--- config.mk ---
export PLATFORM = sky130hd
export DESIGN_NAME = flash_status_gen
export DESIGN_NICKNAME = d
export VERILOG_FILES = /design/src/rtl/flash_status_gen.sv
export SDC_FILE = /design/constraint.sdc
export NUM_CORES = 1
export LEC_CHECK = 0
export BUFFER_PORTS_ARGS = -buffer_cell sky130_fd_sc_hd__buf_2
export CAP_MARGIN = 20
export CORE_ASPECT_RATIO = 2
export CORE_MARGIN = 2
export CORE_UTILIZATION = 50
export CTS_CLUSTER_DIAMETER = 40
export DETAILED_ROUTE_END_ITERATION = 8
export PLACE_DENSITY = 0.76
export SLEW_MARGIN = 40
export SYNTH_ARGS = -nofsm -noshare
export SYNTH_HDL_FRONTEND = slang
export SYNTH_SLANG_ARGS = --single-unit
--- constraint.sdc ---
create_clock -name clk -period 2 [get_ports clk]
set_input_delay 0.5 -clock clk [delete_from_list [all_inputs] [get_ports clk]]
set_output_delay 0.5 -clock clk [all_outputs]
set_load 0.02 [all_outputs]
--- src/rtl/flash_status_gen.sv ---
module flash_status_gen #(
  parameter int AW        = 8,
  parameter int SW        = 2,
  parameter int CLK_MHZ   = 2,
  parameter int PROG_CYC  = 10,
  parameter int ERASE_CYC = 30
) (
  input  logic              clk,
  input  logic              rst_n,
  input  logic              cmd_done,
  input  logic [1:0]        op,
  input  logic [AW-1:0]     cmd_addr,
  input  logic [7:0]        cmd_data,
  input  logic [(1<<SW)-1:0] prot_map,
  input  logic              susp_req,
  input  logic              fault_inj,
  input  logic              rd_en,
  input  logic [AW-1:0]     rd_addr,
  input  logic [7:0]        arr_data,
  output logic [7:0]        rd_data
);
  localparam int NS   = 1 << SW;
  localparam int PP   = 2 * CLK_MHZ;
  localparam int PE   = 100 * CLK_MHZ;
  localparam int M1   = (PROG_CYC > PP) ? PROG_CYC : PP;
  localparam int M2   = (ERASE_CYC > PE) ? ERASE_CYC : PE;
  localparam int MAXC = (M1 > M2) ? M1 : M2;
  localparam int CW   = $clog2(MAXC + 1);

  logic          pact, pprot, pflt;
  logic [CW-1:0] pcnt;
  logic [AW-1:0] pa;
  logic [7:0]    pdat;
  logic          eact, eprot, eflt;
  logic [CW-1:0] ecnt;
  logic [NS-1:0] esel, rer;
  logic          tmo;
  logic          rp_v;
  logic [AW-1:0] rp_a;
  logic [7:0]    rp_d;
  logic [7:0]    stat;

  wire [SW-1:0] csec = cmd_addr[AW-1 -: SW];
  wire [SW-1:0] rsec = rd_addr[AW-1 -: SW];
  wire [SW-1:0] psec = rp_a[AW-1 -: SW];

  wire esusp = eact && !eprot && (susp_req || pact);
  wire erun  = eact && !esusp;
  wire pgo   = cmd_done && (op == 2'b01) && !pact && (!eact || esusp);
  wire ego   = cmd_done && op[1] && !pact && !eact;

  wire [NS-1:0] sel_n   = op[0] ? {NS{1'b1}} : (NS'(1) << csec);
  wire [NS-1:0] sel_up  = sel_n & ~prot_map;
  wire          all_prt = (sel_up == '0);

  wire [CW-1:0] plim = pprot ? CW'(PP - 1) : CW'(PROG_CYC - 1);
  wire [CW-1:0] elim = eprot ? CW'(PE - 1) : CW'(ERASE_CYC - 1);
  wire pend = pact && (pcnt == plim);
  wire eend = erun && (ecnt == elim);

  always_ff @(posedge clk) begin
    if (!rst_n) begin
      pact <= 1'b0; pprot <= 1'b0; pflt <= 1'b0; pcnt <= '0;
      pa <= '0; pdat <= '0;
      eact <= 1'b0; eprot <= 1'b0; eflt <= 1'b0; ecnt <= '0;
      esel <= '0; rer <= '0; tmo <= 1'b0;
      rp_v <= 1'b0; rp_a <= '0; rp_d <= '0;
    end else begin
      if (pgo) begin
        pact  <= 1'b1;
        pcnt  <= '0;
        pa    <= cmd_addr;
        pdat  <= cmd_data;
        pprot <= prot_map[csec];
        pflt  <= fault_inj && !prot_map[csec];
      end else if (pact) begin
        if (pend) begin
          if (pflt) tmo <= 1'b1;
          else begin
            pact <= 1'b0;
            if (!pprot) begin
              rp_v <= 1'b1;
              rp_a <= pa;
              rp_d <= pdat;
            end
          end
        end else pcnt <= pcnt + 1'b1;
      end

      if (ego) begin
        eact  <= 1'b1;
        ecnt  <= '0;
        esel  <= sel_up;
        eprot <= all_prt;
        eflt  <= fault_inj && !all_prt;
      end else if (erun) begin
        if (eend) begin
          if (eflt) tmo <= 1'b1;
          else begin
            eact <= 1'b0;
            if (!eprot) begin
              rer <= rer | esel;
              if (esel[psec]) rp_v <= 1'b0;
            end
          end
        end else ecnt <= ecnt + 1'b1;
      end
    end
  end

  always_comb begin
    if (pact)                                    stat = {~pdat[7], 1'b0, tmo, 5'b0};
    else if (erun)                               stat = {2'b00, tmo, 5'b0};
    else if (esusp && esel[rsec])                stat = 8'h80;
    else if (rp_v && rp_a == rd_addr)            stat = rp_d;
    else if (rer[rsec])                          stat = 8'hFF;
    else                                         stat = arr_data;
  end

  always_ff @(posedge clk) begin
    if (!rst_n)     rd_data <= 8'h00;
    else if (rd_en) rd_data <= stat;
  end
endmodule

==> parameters.txt, run 1 <==
Parameter                              Value

Floorplan
  Row cnt    41
  Total core area    6310 µm²
  DIE AREA    7180 µm²
  Die boundary width    60.9 µm
  Vert. Die Dim    118 µm
  Number of top-level pins    52
  Initial core utilization    51.3%

Synthesis
  Fraction of the mapped netlist area in compound gates    11.3%
  Post-synth EDFFs    0
  Post-synthesis sequential element count    72
  Synthesized-area fraction occupied by xor and xnor cells    5.68%
  Share of synthesized area occupied by flip-flops and latches    44.5%
  Dominant combinational cell family by area after synthesis    simple AND/OR/NAND/NOR gates
  Per-instance average area after synthesis    8.70 µm²
  Proportion of synthesized area in mux cells    10.5%
  Post-Synth Adder-Cell Area    0.773%
  Count of synthesis-stage warnings from yosys    0
  Simple-gate portion of the synthesized area    24.4%
  Post-synthesis async set-or-reset flop share    0%
  Synthesized netlist net count    418
  Cell area after synthesis    3240 µm²
  Synthesized instance count    372
  Most instantiated flip-flop cell in the synthesis netlist    sky130_fd_sc_hd__dfxtp_1
  Distinct cells, synth    48

Power and ir drop
  Cell Int Power    2.64 mW
  Net load switching power    748 µW
  Max VDD drop    0.000627 V
  Reg power frac    44.2%
  Share of power burned in combinational logic    7.7%
  Total chip power    3.39 mW
  Pwr/cell area    858 nW/µm²
  Leakage    1.49 nW
  Share of total power consumed by net switching    22.1%
  Clock network power share    48.1%

GRT
  Antenna violations before repair    0
  GRT Resource Usage Total    22.9%
  Maximum number of pins on one net before global-route repair    23
  Leftover overflow at the end of global routing    0
  Global-route wire length before repair    12.2 mm
  Via count of the first global-routing pass    2,791

Clocking
  Cell chosen for the clock root    sky130_fd_sc_hd__clkbuf_16
  Post-CTS setup buffer count    0
  Count of clock tree sinks    72
  Clock latency on the worst-skew pair    0.34 ns
  Number of buffers inserted for hold repair after clock tree synthesis    0
  Clock buffer depth    2
  Post-CTS resize count    0
  Clock transition at path regs    0.06 ns
  H-tree lvl count    3
  Total CTS buffers    9
  Clock tree from TritonCTS    yes

Drt
  Detailed-router iteration count before antenna repair    4
  Residual DRC count    0
  DRT iter0 DRCs    94
  Via-to-Cell Ratio    5.32
  Number of vias in the routed layout    2,775
  Routed wire length    7.29 mm
  Antenna Nets Post-Route    0
  WL per Instance    14.0 µm

Min path
  Endpoint of the worst hold-timing path    pdat[0]$_SDFFE_PN0P_
  Min-Delay Startpoint    cmd_data[0]
  Class of the most critical hold timing path    input pin to flop
  Number of instances on the worst hold path    3

Placement
  Half-perimeter wire length after detailed placement    5.44 mm
  Count of input and output buffers    51
  Routability congestion estimate    0.857

Worst setup path
  Arrival time reported for the critical path endpoint    1.93 ns
  Kind of start point of the critical path    flop
  Required arrival time at the worst endpoint    2.22 ns
  R2r endpoint    eact$_SDFFE_PN0P_
  Worst Reg2Reg Path Length in Cells    5
  FF-to-FF Start    ecnt[1]$_SDFFE_PP0P_
  R2R Setup Slk    0.29 ns
  Setup Crit Path Kind    flop to flop
  Category of the worst setup path capture point    flop
  Largest driver fanout on the critical path    6

Cells and area
  Number of filler instances in the final layout    581
  Most common cell after layout, fill and taps aside    sky130_fd_sc_hd__dfxtp_1
  Final antenna diode count    0
  Sequential cell area    1440 µm²
  Synthesis-to-layout area growth    22.0%
  Area of the multi-input gates    1710 µm²
  Proportion of layout cells with a drive suffix above 1    20.6%
  Highest-count cells in the layout ignoring fill and taps    sky130_fd_sc_hd__dfxtp_1, sky130_fd_sc_hd__nand2_1, sky130_fd_sc_hd__buf_2
  Total Nets Final    478

Timing
  Post-Route Skew    0.00571 ns
  Highest attainable clock frequency    585 MHz
  Share of the clock period used by the worst path after layout    85.4%
  Pins Over Slew Limit    0
  Post-layout minimum cycle time    1.71 ns
  Setup violators final    0
  Headroom to the max-slew limit    63.0%
  Final hold violations    0
  RSZ-0062 raised after global routing    no
  Sum of negative setup slack    0 ns
  Worst Tran Pin Value    0.554 ns

Run
  Number of max-cap violations    0

Status
  Status    finished clean
[Yosys cell counts, types with 2 or more instances]
| library cell | instances | area share [%] |
|---|---|---|
| sky130_fd_sc_hd__a211oi_1 | 2 | 0.46 |
| sky130_fd_sc_hd__a21oi_1 | 38 | 5.9 |
| sky130_fd_sc_hd__a31oi_1 | 2 | 0.39 |
| sky130_fd_sc_hd__and3_1 | 3 | 0.58 |
| sky130_fd_sc_hd__and3b_1 | 2 | 0.54 |
| sky130_fd_sc_hd__buf_1 | 4 | 0.46 |
| sky130_fd_sc_hd__buf_4 | 3 | 0.70 |
| sky130_fd_sc_hd__clkbuf_1 | 7 | 0.81 |
| sky130_fd_sc_hd__dfxtp_1 | 72 | 45 |
| sky130_fd_sc_hd__ha_1 | 2 | 0.77 |
| sky130_fd_sc_hd__inv_1 | 6 | 0.70 |
| sky130_fd_sc_hd__mux2i_1 | 26 | 8.0 |
| sky130_fd_sc_hd__mux4_2 | 3 | 2.1 |
| sky130_fd_sc_hd__nand2_1 | 67 | 7.8 |
| sky130_fd_sc_hd__nand2b_1 | 12 | 2.3 |
| sky130_fd_sc_hd__nand3_1 | 12 | 1.9 |
| sky130_fd_sc_hd__nand3b_1 | 2 | 0.46 |
| sky130_fd_sc_hd__nand4_1 | 5 | 0.97 |
| sky130_fd_sc_hd__nand4b_1 | 2 | 0.54 |
| sky130_fd_sc_hd__nor2_1 | 42 | 4.9 |
| sky130_fd_sc_hd__nor4_1 | 5 | 0.97 |
| sky130_fd_sc_hd__o21ai_0 | 9 | 1.4 |
| sky130_fd_sc_hd__o21ai_1 | 2 | 0.31 |
| sky130_fd_sc_hd__xnor2_1 | 15 | 4.1 |
| sky130_fd_sc_hd__xor2_1 | 6 | 1.6 |
[metrics by stage]
stage / setup slack, ns / hold WS (ns) / cells / util [%] / instance area [µm²]
after floorplan: 0.352 / 0.436 / 372 / - / 3240
after global placement: 0.101 / 0.440 / 507 / 57.7 / 3640
after detailed placement: 0.0561 / 0.446 / 507 / 57.7 / 3640
after CTS: 0.282 / 0.391 / 522 / 62.6 / 3950
after global routing: 0.168 / 0.404 / 522 / 62.6 / 3950
final: 0.291 / 0.399 / 522 / 62.6 / 3950
[sequential cells by signal, indices dropped and copies added, names as in the netlist]
| signal | count |
|---|---|
| pact | 1 |
| tmo | 1 |
| pflt | 1 |
| rp_v | 1 |
| ecnt | 8 |
| eprot | 1 |
| eflt | 1 |
| eact | 1 |
| pdat | 8 |
| pa | 8 |
| pcnt | 8 |
| rd_data | 8 |
| rp_a | 8 |
| rer | 4 |
| pprot | 1 |
| rp_d | 8 |
| esel | 4 |
[area by class of cell]
cell class	count	area share [%]
clock buffers	13	6.84
clock inverters	2	0.950
inverters	6	0.570
multi-input cells	279	43.2
flip-flops and latches	72	36.5
well taps	86	2.72
repair buffers	64	9.25
[layer usage]
metal / global-route usage, % / vias to the layer above / wire length [µm]
met5: 0 / - / 0
met4: 15.4 / 0 / 323
met3: 6.15 / 22 / 332
met2: 37.7 / 67 / 3800
met1: 24.1 / 1286 / 2840
li1: - / 1400 / -
[power groups by stage]
stage	clock network [mW]	logic, mW	registers (mW)
after detailed placement	0	0.259	1.53
after CTS	1.66	0.261	1.50
after floorplan	0	0.135	1.53
after global routing	1.73	0.286	1.50
after global placement	0	0.254	1.53
final	1.63	0.260	1.50
[cell families after synthesis]
logic type / after synthesis
simple gates: 164
flops: 72
compound gates: 62
mux: 30
xor+xnor: 21
buf+inv: 21
fa+ha+maj: 2
[worst max-delay path by stage]
| stage | start | endpoint | slack, ns |
|---|---|---|---|
| finish | ecnt[1]$_SDFFE_PP0P_ | eact$_SDFFE_PN0P_ | 0.29 |
| global placement | rd_addr[6] | rd_data[3]$_SDFFE_PN0P_ | 0.10 |
| global route | pact$_SDFF_PN0_ | rp_d[2]$_SDFFE_PN0P_ | 0.17 |
| floorplan | rd_addr[6] | rd_data[0]$_SDFFE_PN0P_ | 0.35 |
| detailed placement | rd_addr[6] | rd_data[6]$_SDFFE_PN0P_ | 0.06 |
| CTS | ecnt[1]$_SDFFE_PP0P_ | eact$_SDFFE_PN0P_ | 0.28 |
[worst max-delay path, stage by stage, from the launching register on]
cell	delay [ns]
sky130_fd_sc_hd__dfxtp_1	0.36
sky130_fd_sc_hd__or4_4	0.56
sky130_fd_sc_hd__o22ai_4	0.21
sky130_fd_sc_hd__nand2_1	0.12
sky130_fd_sc_hd__o311ai_1	0.24
sky130_fd_sc_hd__o21ai_1	0.10
No activity file was read; power rests on OpenSTA's default activity.
==> run 2, diff against run 1 <==
--- a/config.mk
+++ b/config.mk
@@ -5,6 +5,7 @@
 export SDC_FILE = /design/constraint.sdc
 export NUM_CORES = 1
 export LEC_CHECK = 0
+export ABC_AREA = 1
 export BUFFER_PORTS_ARGS = -buffer_cell sky130_fd_sc_hd__buf_2
 export CAP_MARGIN = 20
 export CORE_ASPECT_RATIO = 2
@@ -12,7 +13,7 @@
 export CORE_UTILIZATION = 50
 export CTS_CLUSTER_DIAMETER = 40
 export DETAILED_ROUTE_END_ITERATION = 8
-export PLACE_DENSITY = 0.76
+export PLACE_DENSITY = 0.75
 export SLEW_MARGIN = 40
 export SYNTH_ARGS = -nofsm -noshare
 export SYNTH_HDL_FRONTEND = slang
==> run 2 against run 1 <==
Against the previous run:
- hold slack improved by 0.043 ns
- clock skew fell by 0.0013 ns
- global-route usage fell by 2.7 points
- via count rose by 15%
- sequential cell count did not move
- core utilization fell by 2.2 points
- fmax fell by 1.1%
- first-iteration DRC count rose by 52%
- register-to-register slack got worse by 0.02 ns
- largest power group unchanged
- sequential share of layout area fell by 1.6 points
==> parameters.txt, run 2 <==
Parameter                              Value

Timing
  Final hold violations    0 (unchanged)
  Post-route worst hold slack    0.443 ns (was 0.399 ns)
  Sum of negative setup slack    0 ns (unchanged)
  Share of the clock period used by the worst path after layout    86.4% (was 85.4%)
  Worst Tran Pin Value    0.413 ns (was 0.554 ns)
  Pins Over Slew Limit    0 (unchanged)
  Setup violators final    0 (unchanged)
  RSZ-0062 raised after global routing    no (unchanged)
  Headroom to the max-slew limit    72.3% (was 63.0%)
  Post-layout minimum cycle time    1.73 ns (was 1.71 ns)
  Post-Route Skew    0.00445 ns (was 0.00571 ns)
  Highest attainable clock frequency    579 MHz (was 585 MHz)

Synthesis
  Synthesized netlist net count    554 (was 418)
  Per-instance average area after synthesis    6.86 µm² (was 8.70 µm²)
  Most frequent cell after synthesis    sky130_fd_sc_hd__nand2_1 (was sky130_fd_sc_hd__dfxtp_1)
  Most instantiated flip-flop cell in the synthesis netlist    sky130_fd_sc_hd__dfxtp_1 (unchanged)
  Post-synth EDFFs    0 (unchanged)
  Most frequent cells after synthesis    sky130_fd_sc_hd__nand2_1, sky130_fd_sc_hd__dfxtp_1, sky130_fd_sc_hd__nor2_1, sky130_fd_sc_hd__inv_1, sky130_fd_sc_hd__a21oi_1 (was sky130_fd_sc_hd__dfxtp_1, sky130_fd_sc_hd__nand2_1, sky130_fd_sc_hd__nor2_1, sky130_fd_sc_hd__a21oi_1, sky130_fd_sc_hd__mux2i_1)
  Simple-gate portion of the synthesized area    30.6% (was 24.4%)
  Synth top area share    41.4% (was 44.5%)
  Fraction of the mapped netlist area in compound gates    14.2% (was 11.3%)
  Synthesized instance count    508 (was 372)
  Proportion of synthesized area in mux cells    0% (was 10.5%)
  Leading area contributor after synthesis    sky130_fd_sc_hd__dfxtp_1 (unchanged)
  Count of synthesis-stage warnings from yosys    0 (unchanged)
  Post-synthesis sequential element count    72 (unchanged)
  Share of synthesized area occupied by flip-flops and latches    41.4% (was 44.5%)
  Dominant combinational cell family by area after synthesis    simple AND/OR/NAND/NOR gates (unchanged)
  Post-synthesis async set-or-reset flop share    0% (unchanged)
  Cells taking the most area after synthesis    sky130_fd_sc_hd__dfxtp_1, sky130_fd_sc_hd__nand2_1, sky130_fd_sc_hd__nor2_1 (was sky130_fd_sc_hd__dfxtp_1, sky130_fd_sc_hd__mux2i_1, sky130_fd_sc_hd__nand2_1)
  Cell area after synthesis    3480 µm² (was 3240 µm²)
  Synthesized-area fraction occupied by xor and xnor cells    2.77% (was 5.68%)
  Post-Synth Adder-Cell Area    0.718% (was 0.773%)
  Distinct cells, synth    34 (was 48)

Clocking
  Cell chosen for the clock root    sky130_fd_sc_hd__clkbuf_16 (unchanged)
  Post-CTS setup buffer count    0 (unchanged)
  Clock transition at path regs    0.05 ns (was 0.06 ns)
  Number of buffers inserted for hold repair after clock tree synthesis    0 (unchanged)
  Clock latency on the worst-skew pair    0.33 ns (was 0.34 ns)
  Post-CTS resize count    0 (unchanged)
  Clock buffer depth    2 (unchanged)
  H-tree lvl count    3 (unchanged)
  Total CTS buffers    9 (unchanged)
  Clock tree from TritonCTS    yes (unchanged)
  Count of clock tree sinks    72 (unchanged)

Placement
  Placed Area    3820 µm² (was 3640 µm²)
  Half-perimeter wire length after detailed placement    5.43 mm (was 5.44 mm)
  Routability congestion estimate    0.872 (was 0.857)
  Count of input and output buffers    51 (unchanged)
  Number of instances in the placed design    641 (was 507)

Run
  Number of max-cap violations    0 (unchanged)

GRT
  Global-route wire length before repair    12.3 mm (was 12.2 mm)
  Via count of the first global-routing pass    2,829 (was 2,791)
  Antenna violations before repair    0 (unchanged)
  Maximum number of pins on one net before global-route repair    34 (was 23)
  Leftover overflow at the end of global routing    0 (unchanged)
  GRT Resource Usage Total    20.3% (was 22.9%)

Power and ir drop
  Reg power frac    44.3% (was 44.2%)
  Max VDD drop    0.000574 V (was 0.000627 V)
  Share of total power consumed by net switching    22.6% (was 22.1%)
  Clock network power share    47.1% (was 48.1%)
  Leakage    1.78 nW (was 1.49 nW)
  Net load switching power    765 µW (was 748 µW)
  Share of power burned in combinational logic    8.6% (was 7.7%)
  Cell Int Power    2.62 mW (was 2.64 mW)
  Pwr/cell area    821 nW/µm² (was 858 nW/µm²)

Floorplan
  DIE AREA    7690 µm² (was 7180 µm²)
  Die boundary width    63.0 µm (was 60.9 µm)
  Vert. Die Dim    122 µm (was 118 µm)
  Number of top-level pins    52 (unchanged)
  Row cnt    43 (was 41)
  Initial core utilization    51.0% (was 51.3%)
  Total core area    6830 µm² (was 6310 µm²)

Cells and area
  Area of the multi-input gates    1680 µm² (was 1710 µm²)
  Synthesis-to-layout area growth    18.5% (was 22.0%)
  Highest-count cells in the layout ignoring fill and taps    sky130_fd_sc_hd__nand2_1, sky130_fd_sc_hd__dfxtp_1, sky130_fd_sc_hd__nor2_1 (was sky130_fd_sc_hd__dfxtp_1, sky130_fd_sc_hd__nand2_1, sky130_fd_sc_hd__buf_2)
  Post-route cell area    4130 µm² (was 3950 µm²)
  Number of filler instances in the final layout    680 (was 581)
  Finished Layout Cells    657 (was 522)
  Most common cell after layout, fill and taps aside    sky130_fd_sc_hd__nand2_1 (was sky130_fd_sc_hd__dfxtp_1)
  Proportion of layout cells with a drive suffix above 1    15.2% (was 20.6%)
  Sequential cell area    1440 µm² (unchanged)
  Total Nets Final    608 (was 478)
  Final antenna diode count    0 (unchanged)

Worst setup path
  Arrival time reported for the critical path endpoint    2.00 ns (was 1.93 ns)
  Category of the worst setup path capture point    flop (unchanged)
  Kind of start point of the critical path    flop (unchanged)
  Cell with the biggest individual delay on the critical path    sky130_fd_sc_hd__dfxtp_1 (was sky130_fd_sc_hd__or4_4)
  Worst Reg2Reg Path Length in Cells    9 (was 5)
  Largest driver fanout on the critical path    5 (was 6)
  Setup Crit Path Kind    flop to flop (unchanged)
  Biggest cell delay along the critical path    0.44 ns (was 0.56 ns)
  Required arrival time at the worst endpoint    2.28 ns (was 2.22 ns)
  Ordered list of cells on the worst path    inv_1 > nand4_1 > inv_1 > nor2_1 > nand3_1 > nor2_1 > inv_1 > nor2_1 > o21a_1 (was or4_4 > o22ai_4 > nand2_1 > o311ai_1 > o21ai_1)

Drt
  Antenna Nets Post-Route    0 (unchanged)
  Detailed-router iteration count before antenna repair    4 (unchanged)
  Residual DRC count    0 (unchanged)
  Via-to-Cell Ratio    4.87 (was 5.32)
  DRT iter0 DRCs    143 (was 94)
  Routed wire length    7.34 mm (was 7.29 mm)
  Number of vias in the routed layout    3,202 (was 2,775)
  WL per Instance    11.2 µm (was 14.0 µm)

Status
  Status    finished clean (unchanged)

Min path
  Number of instances on the worst hold path    3 (unchanged)
  Class of the most critical hold timing path    input pin to flop (unchanged)
==> run 2: worst paths after layout <==
| path | start | end | slack, ns |
|---|---|---|---|
| max reg2reg | pact$_SDFF_PN0_ | rer[3]$_SDFFE_PN0P_ | 0.27 |
| min | cmd_data[6] | pdat[6]$_SDFFE_PN0P_ | 0.44 |
| min reg2reg | pa[5]$_SDFFE_PN0P_ | pa[5]$_SDFFE_PN0P_ | 0.45 |
| max | pact$_SDFF_PN0_ | rer[3]$_SDFFE_PN0P_ | 0.27 |
==> run 2: stage by stage <==
stage               worst slack, ns  power (mW)  utilization, %
floorplan                     0.417        1.72               -
detailed placement            0.208        1.82            56.0
global route                 0.0833        3.52            60.4
CTS                           0.291        3.42            60.4
global placement              0.264        1.82            56.0
finish                        0.272        3.39            60.4
==> run 2: worst max-delay path, delay by kind of cell, from the launching register on <==
family,cells,cell delay [ns]
buffers and inverters,3,0.31
DFF,1,0.44
AOI/OAI and AO/OA,1,0.11
and+or+nand+nor,5,0.80
==> run 2: layout make-up <==
class | count | area share [%]
multi-input combinational | 350 | 40.7
sequential | 72 | 34.9
timing repair buffer | 59 | 7.94
clock buffer | 14 | 6.40
inverter | 70 | 6.37
tap | 90 | 2.73
clock inverter | 2 | 0.910
==> run 2: power groups by stage <==
stage | clock network, mW | registers (mW) | logic, mW
3_5_place_dp | 0 | 1.53 | 0.291
3_3_place_gp | 0 | 1.53 | 0.288
2_1_floorplan | 0 | 1.54 | 0.179
4_1_cts | 1.63 | 1.50 | 0.292
5_1_grt | 1.68 | 1.50 | 0.333
6_report | 1.60 | 1.50 | 0.291
==> run 2: kinds of logic after synthesis <==
group | after synthesis
DFF | 72
adders and majority gates | 2
and+or+nand+nor | 245
AOI/OAI and AO/OA | 92
xor gates and xnor gates | 11
buffers and inverters | 86
==> run 2: metal layers <==
metal	vias to the layer above	track usage [%]	wire length [µm]
li1	1725	-	-
met1	1392	25.6	3370
met2	69	31.4	3410
met3	16	5.91	348
met4	0	10.0	214
met5	-	0	0
